==> src/rtl/bus_gap_pkg.sv <==
package bus_gap_pkg;
  typedef enum logic [1:0] {
    ACC_PLAIN = 2'd0,
    ACC_ARB   = 2'd1,
    ACC_BSYNC = 2'd2,
    ACC_FDX   = 2'd3
  } access_mode_e;

  function automatic access_mode_e decode_mode(input logic arb, input logic bsync,
                                               input logic fdx);
    if (fdx)        return ACC_FDX;
    else if (bsync) return ACC_BSYNC;
    else if (arb)   return ACC_ARB;
    else            return ACC_PLAIN;
  endfunction
endpackage

==> src/rtl/bus_gap_watch.sv <==
module bus_gap_watch #(
  parameter int CNT_W = 11
) (
  input  logic             clk,
  input  logic             rst_n,
  input  logic             rx_line,
  input  logic             bit_tick,
  output logic             line_hi,
  output logic [CNT_W-1:0] quiet_cnt
);
  localparam logic [CNT_W-1:0] SAT = {CNT_W{1'b1}};

  // register the line once; a low level (edge or break) is activity
  always_ff @(posedge clk or negedge rst_n) begin
    if (!rst_n) begin
      line_hi   <= 1'b1;
      quiet_cnt <= '0;
    end else begin
      line_hi <= rx_line;
      if (!line_hi)
        quiet_cnt <= '0;
      else if (bit_tick && quiet_cnt != SAT)
        quiet_cnt <= quiet_cnt + 1'b1;
    end
  end
endmodule

==> src/rtl/bus_gap_grant.sv <==
module bus_gap_grant
  import bus_gap_pkg::*;
#(
  parameter int CNT_W = 11,
  parameter int LEN_W = 10
) (
  input  logic             clk,
  input  logic             rst_n,
  input  access_mode_e     mode,
  input  logic             line_hi,
  input  logic [CNT_W-1:0] quiet_cnt,
  input  logic [LEN_W-1:0] permit_len,
  input  logic [LEN_W-1:0] max_idle,
  input  logic             pending,
  output logic             permit,
  output logic             brk_req
);
  localparam int PAD = CNT_W - LEN_W;

  logic             granted;
  logic [CNT_W-1:0] permit_ext;
  logic [CNT_W-1:0] max_ext;
  logic             armed;

  assign permit_ext = {{PAD{1'b0}}, permit_len};
  assign max_ext    = {{PAD{1'b0}}, max_idle};
  assign armed      = pending && !granted;

  always_comb begin
    permit  = 1'b0;
    brk_req = 1'b0;
    unique case (mode)
      ACC_FDX:   permit = armed;
      ACC_BSYNC: begin
        permit  = armed && line_hi && (quiet_cnt == permit_ext);
        brk_req = armed && line_hi && (quiet_cnt > max_ext) && (quiet_cnt != permit_ext);
      end
      default:   permit = armed && line_hi && (quiet_cnt >= permit_ext);
    endcase
  end

  // one grant per request; activity on a shared bus also re-arms
  always_ff @(posedge clk or negedge rst_n) begin
    if (!rst_n)
      granted <= 1'b0;
    else if (!pending)
      granted <= 1'b0;
    else if (!line_hi && mode != ACC_FDX)
      granted <= 1'b0;
    else if (permit || brk_req)
      granted <= 1'b1;
  end
endmodule

==> src/rtl/bus_gap_timer.sv <==
module bus_gap_timer
  import bus_gap_pkg::*;
#(
  parameter int WAIT_W = 8,
  parameter int LEN_W  = 10
) (
  input  logic              clk,
  input  logic              rst_n,
  input  logic              rx_line,
  input  logic              bit_tick,
  input  logic              arb_en,
  input  logic              bsync_en,
  input  logic              fdx_en,
  input  logic [WAIT_W-1:0] idle_wait_len,
  input  logic [LEN_W-1:0]  tx_permit_len,
  input  logic [LEN_W-1:0]  max_idle_len,
  input  logic              tx_pending,
  output logic              bus_idle,
  output logic              tx_permit,
  output logic              send_break
);
  localparam int CNT_W = ((LEN_W > WAIT_W) ? LEN_W : WAIT_W) + 1;

  logic             line_hi;
  logic [CNT_W-1:0] quiet_cnt;
  access_mode_e     mode;

  assign mode = decode_mode(arb_en, bsync_en, fdx_en);

  bus_gap_watch #(.CNT_W(CNT_W)) u_watch (
    .clk(clk), .rst_n(rst_n), .rx_line(rx_line), .bit_tick(bit_tick),
    .line_hi(line_hi), .quiet_cnt(quiet_cnt)
  );

  assign bus_idle = line_hi && (quiet_cnt >= {{(CNT_W-WAIT_W){1'b0}}, idle_wait_len});

  bus_gap_grant #(.CNT_W(CNT_W), .LEN_W(LEN_W)) u_grant (
    .clk(clk), .rst_n(rst_n), .mode(mode), .line_hi(line_hi),
    .quiet_cnt(quiet_cnt), .permit_len(tx_permit_len), .max_idle(max_idle_len),
    .pending(tx_pending), .permit(tx_permit), .brk_req(send_break)
  );
endmodule

==> config.mk <==
export PLATFORM = sky130hd
export DESIGN_NAME = bus_gap_timer
export DESIGN_NICKNAME = d
export VERILOG_FILES = /design/src/rtl/bus_gap_pkg.sv /design/src/rtl/bus_gap_watch.sv /design/src/rtl/bus_gap_grant.sv /design/src/rtl/bus_gap_timer.sv
export SDC_FILE = /design/constraint.sdc
export NUM_CORES = 1
export LEC_CHECK = 0
export BUFFER_PORTS_ARGS = -buffer_cell sky130_fd_sc_hd__buf_2
export CAP_MARGIN = 30
export CORE_UTILIZATION = 55
export CTS_CLUSTER_DIAMETER = 120
export CTS_CLUSTER_SIZE = 10
export DETAILED_ROUTE_END_ITERATION = 12
export PLACE_DENSITY = 0.91
export SYNTH_ARGS = -nofsm -noshare
export SYNTH_HDL_FRONTEND = slang
export SYNTH_SLANG_ARGS = --single-unit
==> constraint.sdc <==
create_clock -name clk -period 4.1 [get_ports clk]
set_clock_uncertainty 0.15 [all_clocks]
set_input_delay 0.615 -clock clk [delete_from_list [all_inputs] [get_ports clk]]
set_output_delay 0.615 -clock clk [all_outputs]
set_load 0.05 [all_outputs]
==> flow_metrics.py <==
metrics = {
    "outcome": {
        "status": "finished, final reports clean",
    },
    "detailed_routing": {
        "drcViolationCount": 0,
        "wirelength_mm": 3.23,
        "first_pass_iters": 5,
        "num_vias": 1418,
        "wire_per_inst_um": 13.5,
        "viasPerCell": 5.91,
        "drt_iter0_drc": 28,
        "postRouteAntennaNets": 0,
    },
    "synth": {
        "yosysWarningCount": 0,
        "synth_cells": 171,
        "async_flop_share_pct": 100,
        "synth_top_area_cell": "ha_1",
        "syn-num-nets": 236,
        "syn_area_um2": 1470,
        "yosysSeqAreaShare_pct": 22.2,
        "ys_types": 44,
        "synth_edf_count": 0,
        "ys.flop_type": "dfrtp_1",
        "syn_area_per_cell_um2": 8.61,
        "synth_area_leaders": "ha_1 25%, dfrtp_1 20%, inv_1 8.2%",
        "ys_ff_latch": 13,
        "synth.top_cell.area_share_pct": 24.6,
    },
    "min_path": {
        "hold_class": "input pin to async pin",
    },
    "worst_setup_path": {
        "crit_arrival_ps": 2440,
        "critPathMaxFanout": 9,
        "r2r-end": "u_grant.granted",
        "cp-start-kind": "flop",
        "rr_worst_depth": 6,
        "crit_path_end_kind": "primary output",
        "regToRegSetupSlack_ps": 1880,
        "crit_type": "flop to primary output",
        "worstSetupEndpoint": "tx_permit",
        "crit_required_ps": 3340,
        "r2r_start": "u_watch.quiet_cnt[9]",
        "crit_start": "u_watch.quiet_cnt[9]",
    },
    "grt": {
        "antenna_found_initial": 0,
        "grt_pass1_wl_mm": 5.10,
        "grt_usage_pct": 24.7,
        "overflow": 0,
        "grt_max_degree": 19,
        "grt_pass1_vias": 1282,
    },
    "sta": {
        "fmax_mhz": 312,
        "setup_viol": 0,
        "setup_slack_ps": 890,
        "post-route-period-util_pct": 78.3,
        "worst_slew_pin_slew_ps": 479,
        "finalHoldViolations": 0,
        "rsz0062_at_grt": "false",
        "setup_tns_ps": 0,
        "maxSlewViolCount": 0,
        "period_minus_slack_ps": 3210,
        "slew_headroom_pct": 67.8,
        "hold_ws_ps": 50.1,
    },
    "layout": {
        "layout_commonest_cell": "buf_2",
        "layout_common_cells": "37 x buf_2, 32 x inv_1, 29 x ha_1",
        "instances_no_fill": 240,
        "area_delta_synth_final_pct": 15.9,
        "drive_above_1_share_pct": 21.4,
        "final_nets": 276,
        "diodes": 0,
        "final_area_um2": 1710,
        "final_util_pct": 68.3,
    },
    "floorplan": {
        "die-height_um": 53.7,
        "fp.dieW_um": 53.7,
        "fp.dieArea_um2": 2890,
        "fp-row-count": 18,
        "io_pins": 39,
        "start_util_pct": 58.9,
        "core_area_um2": 2500,
    },
    "placed_design": {
        "finalWeightedCongestion": 0.864,
        "postPlaceCellArea_um2": 1680,
        "dp.cells": 236,
        "portBuffers": 37,
        "post-place-ws_ps": 1060,
        "dp_hpwl_mm": 2.53,
    },
    "power_and_ir_drop": {
        "clkPwrFrac_pct": 28.0,
        "leakagePower_nw": 1.00,
        "internal_power_mw": 0.203,
        "p_switching_mw": 0.0856,
        "seqPwrFrac_pct": 48.4,
        "combPwrFrac_pct": 23.6,
        "switching_share_pct": 29.7,
        "ir_worst_vdd_mv": 0.221,
        "power_density_nw_per_um2": 169,
        "finalPower_mw": 0.288,
    },
    "clock_network": {
        "cts_tree": "done",
        "clock_latency_ps": 280,
        "root_buffer": "clkbuf_4",
        "postCtsHoldBufs": 0,
        "cts_setup_buffers": 0,
        "cts_buffers": 3,
        "post_cts_resized": 0,
        "clock_sinks": 13,
        "ctsLongestPathBuffers": 2,
        "cts_max_level": 1,
        "clk_pin_slew_worst_paths_ps": 80,
    },
    "flow_run": {
        "drv_cap": 0,
    },
}
sequential cells by signal (all words and copies together) (netlist names):
name               cells
u_watch.quiet_cnt     11
u_grant.granted        1
u_watch.line_hi        1
power groups by stage:
stage / clock network, mW / registers [mW] / logic, mW
floorplan: 0 / 0.138 / 0.0402
global placement: 0 / 0.141 / 0.0651
detailed placement: 0 / 0.141 / 0.0675
CTS: 0.0815 / 0.139 / 0.0681
global route: 0.0884 / 0.140 / 0.0778
finish: 0.0808 / 0.140 / 0.0679
worst max-delay path, stage by stage, from the launching register on:
cell and delay (ps):
dfrtp_1 490, ha_1 360, nand4b_1 160, nor4_1 500
a211o_1 160, a221oi_1 90, nor2_1 130, buf_2 270
cell usage after synthesis (all sizes together) (2+ instances only):
master    n
a2111oi   2
a211o     2
a21boi    3
a21o      6
a21oi     8
and2      6
dfrtp    12
ha       29
inv      32
nand2    12
nand3     7
nand4     4
nor2      5
nor2b     2
nor3      2
nor4      2
o21ai     6
o41ai     4
or3       4
xnor2     2
xor2      2
metal layers:
| layer | track usage [%] | routed length (um) | up-vias |
|---|---|---|---|
| li1 | - | - | 696 |
| met1 | 28.9 | 1460 | 669 |
| met2 | 43.2 | 1560 | 43 |
| met3 | 3.39 | 125 | 10 |
| met4 | 13.2 | 83 | 0 |
| met5 | 0 | 0 | - |
layout make-up:
| type | instances | area (um2) |
|---|---|---|
| clock buffers | 4 | 26.3 |
| fillers | 200 | 793 |
| inverters | 32 | 120 |
| multi-input cells | 124 | 1010 |
| flip-flops and latches | 13 | 327 |
| well taps | 30 | 37.5 |
| repair buffers | 37 | 185 |
how the worst min path moves through the flow:
stage	to	slack, ps
finish	u_watch.quiet_cnt[10]	50
detailed placement	u_watch.quiet_cnt[10]	370
floorplan	u_grant.granted	170
global route	u_watch.quiet_cnt[0]	70
CTS	u_watch.quiet_cnt[10]	70
global placement	u_grant.granted	350
logic make-up after synthesis:
group	count (synthesis)	share of synthesized area [%]
buf+inv	34	9.18
xor+xnor	4	2.38
fa+ha+maj	29	24.6
mux	1	0.680
compound gates	40	20.6
flops	13	22.2
simple gates	50	20.4
Power figures use the tool's default switching activity.
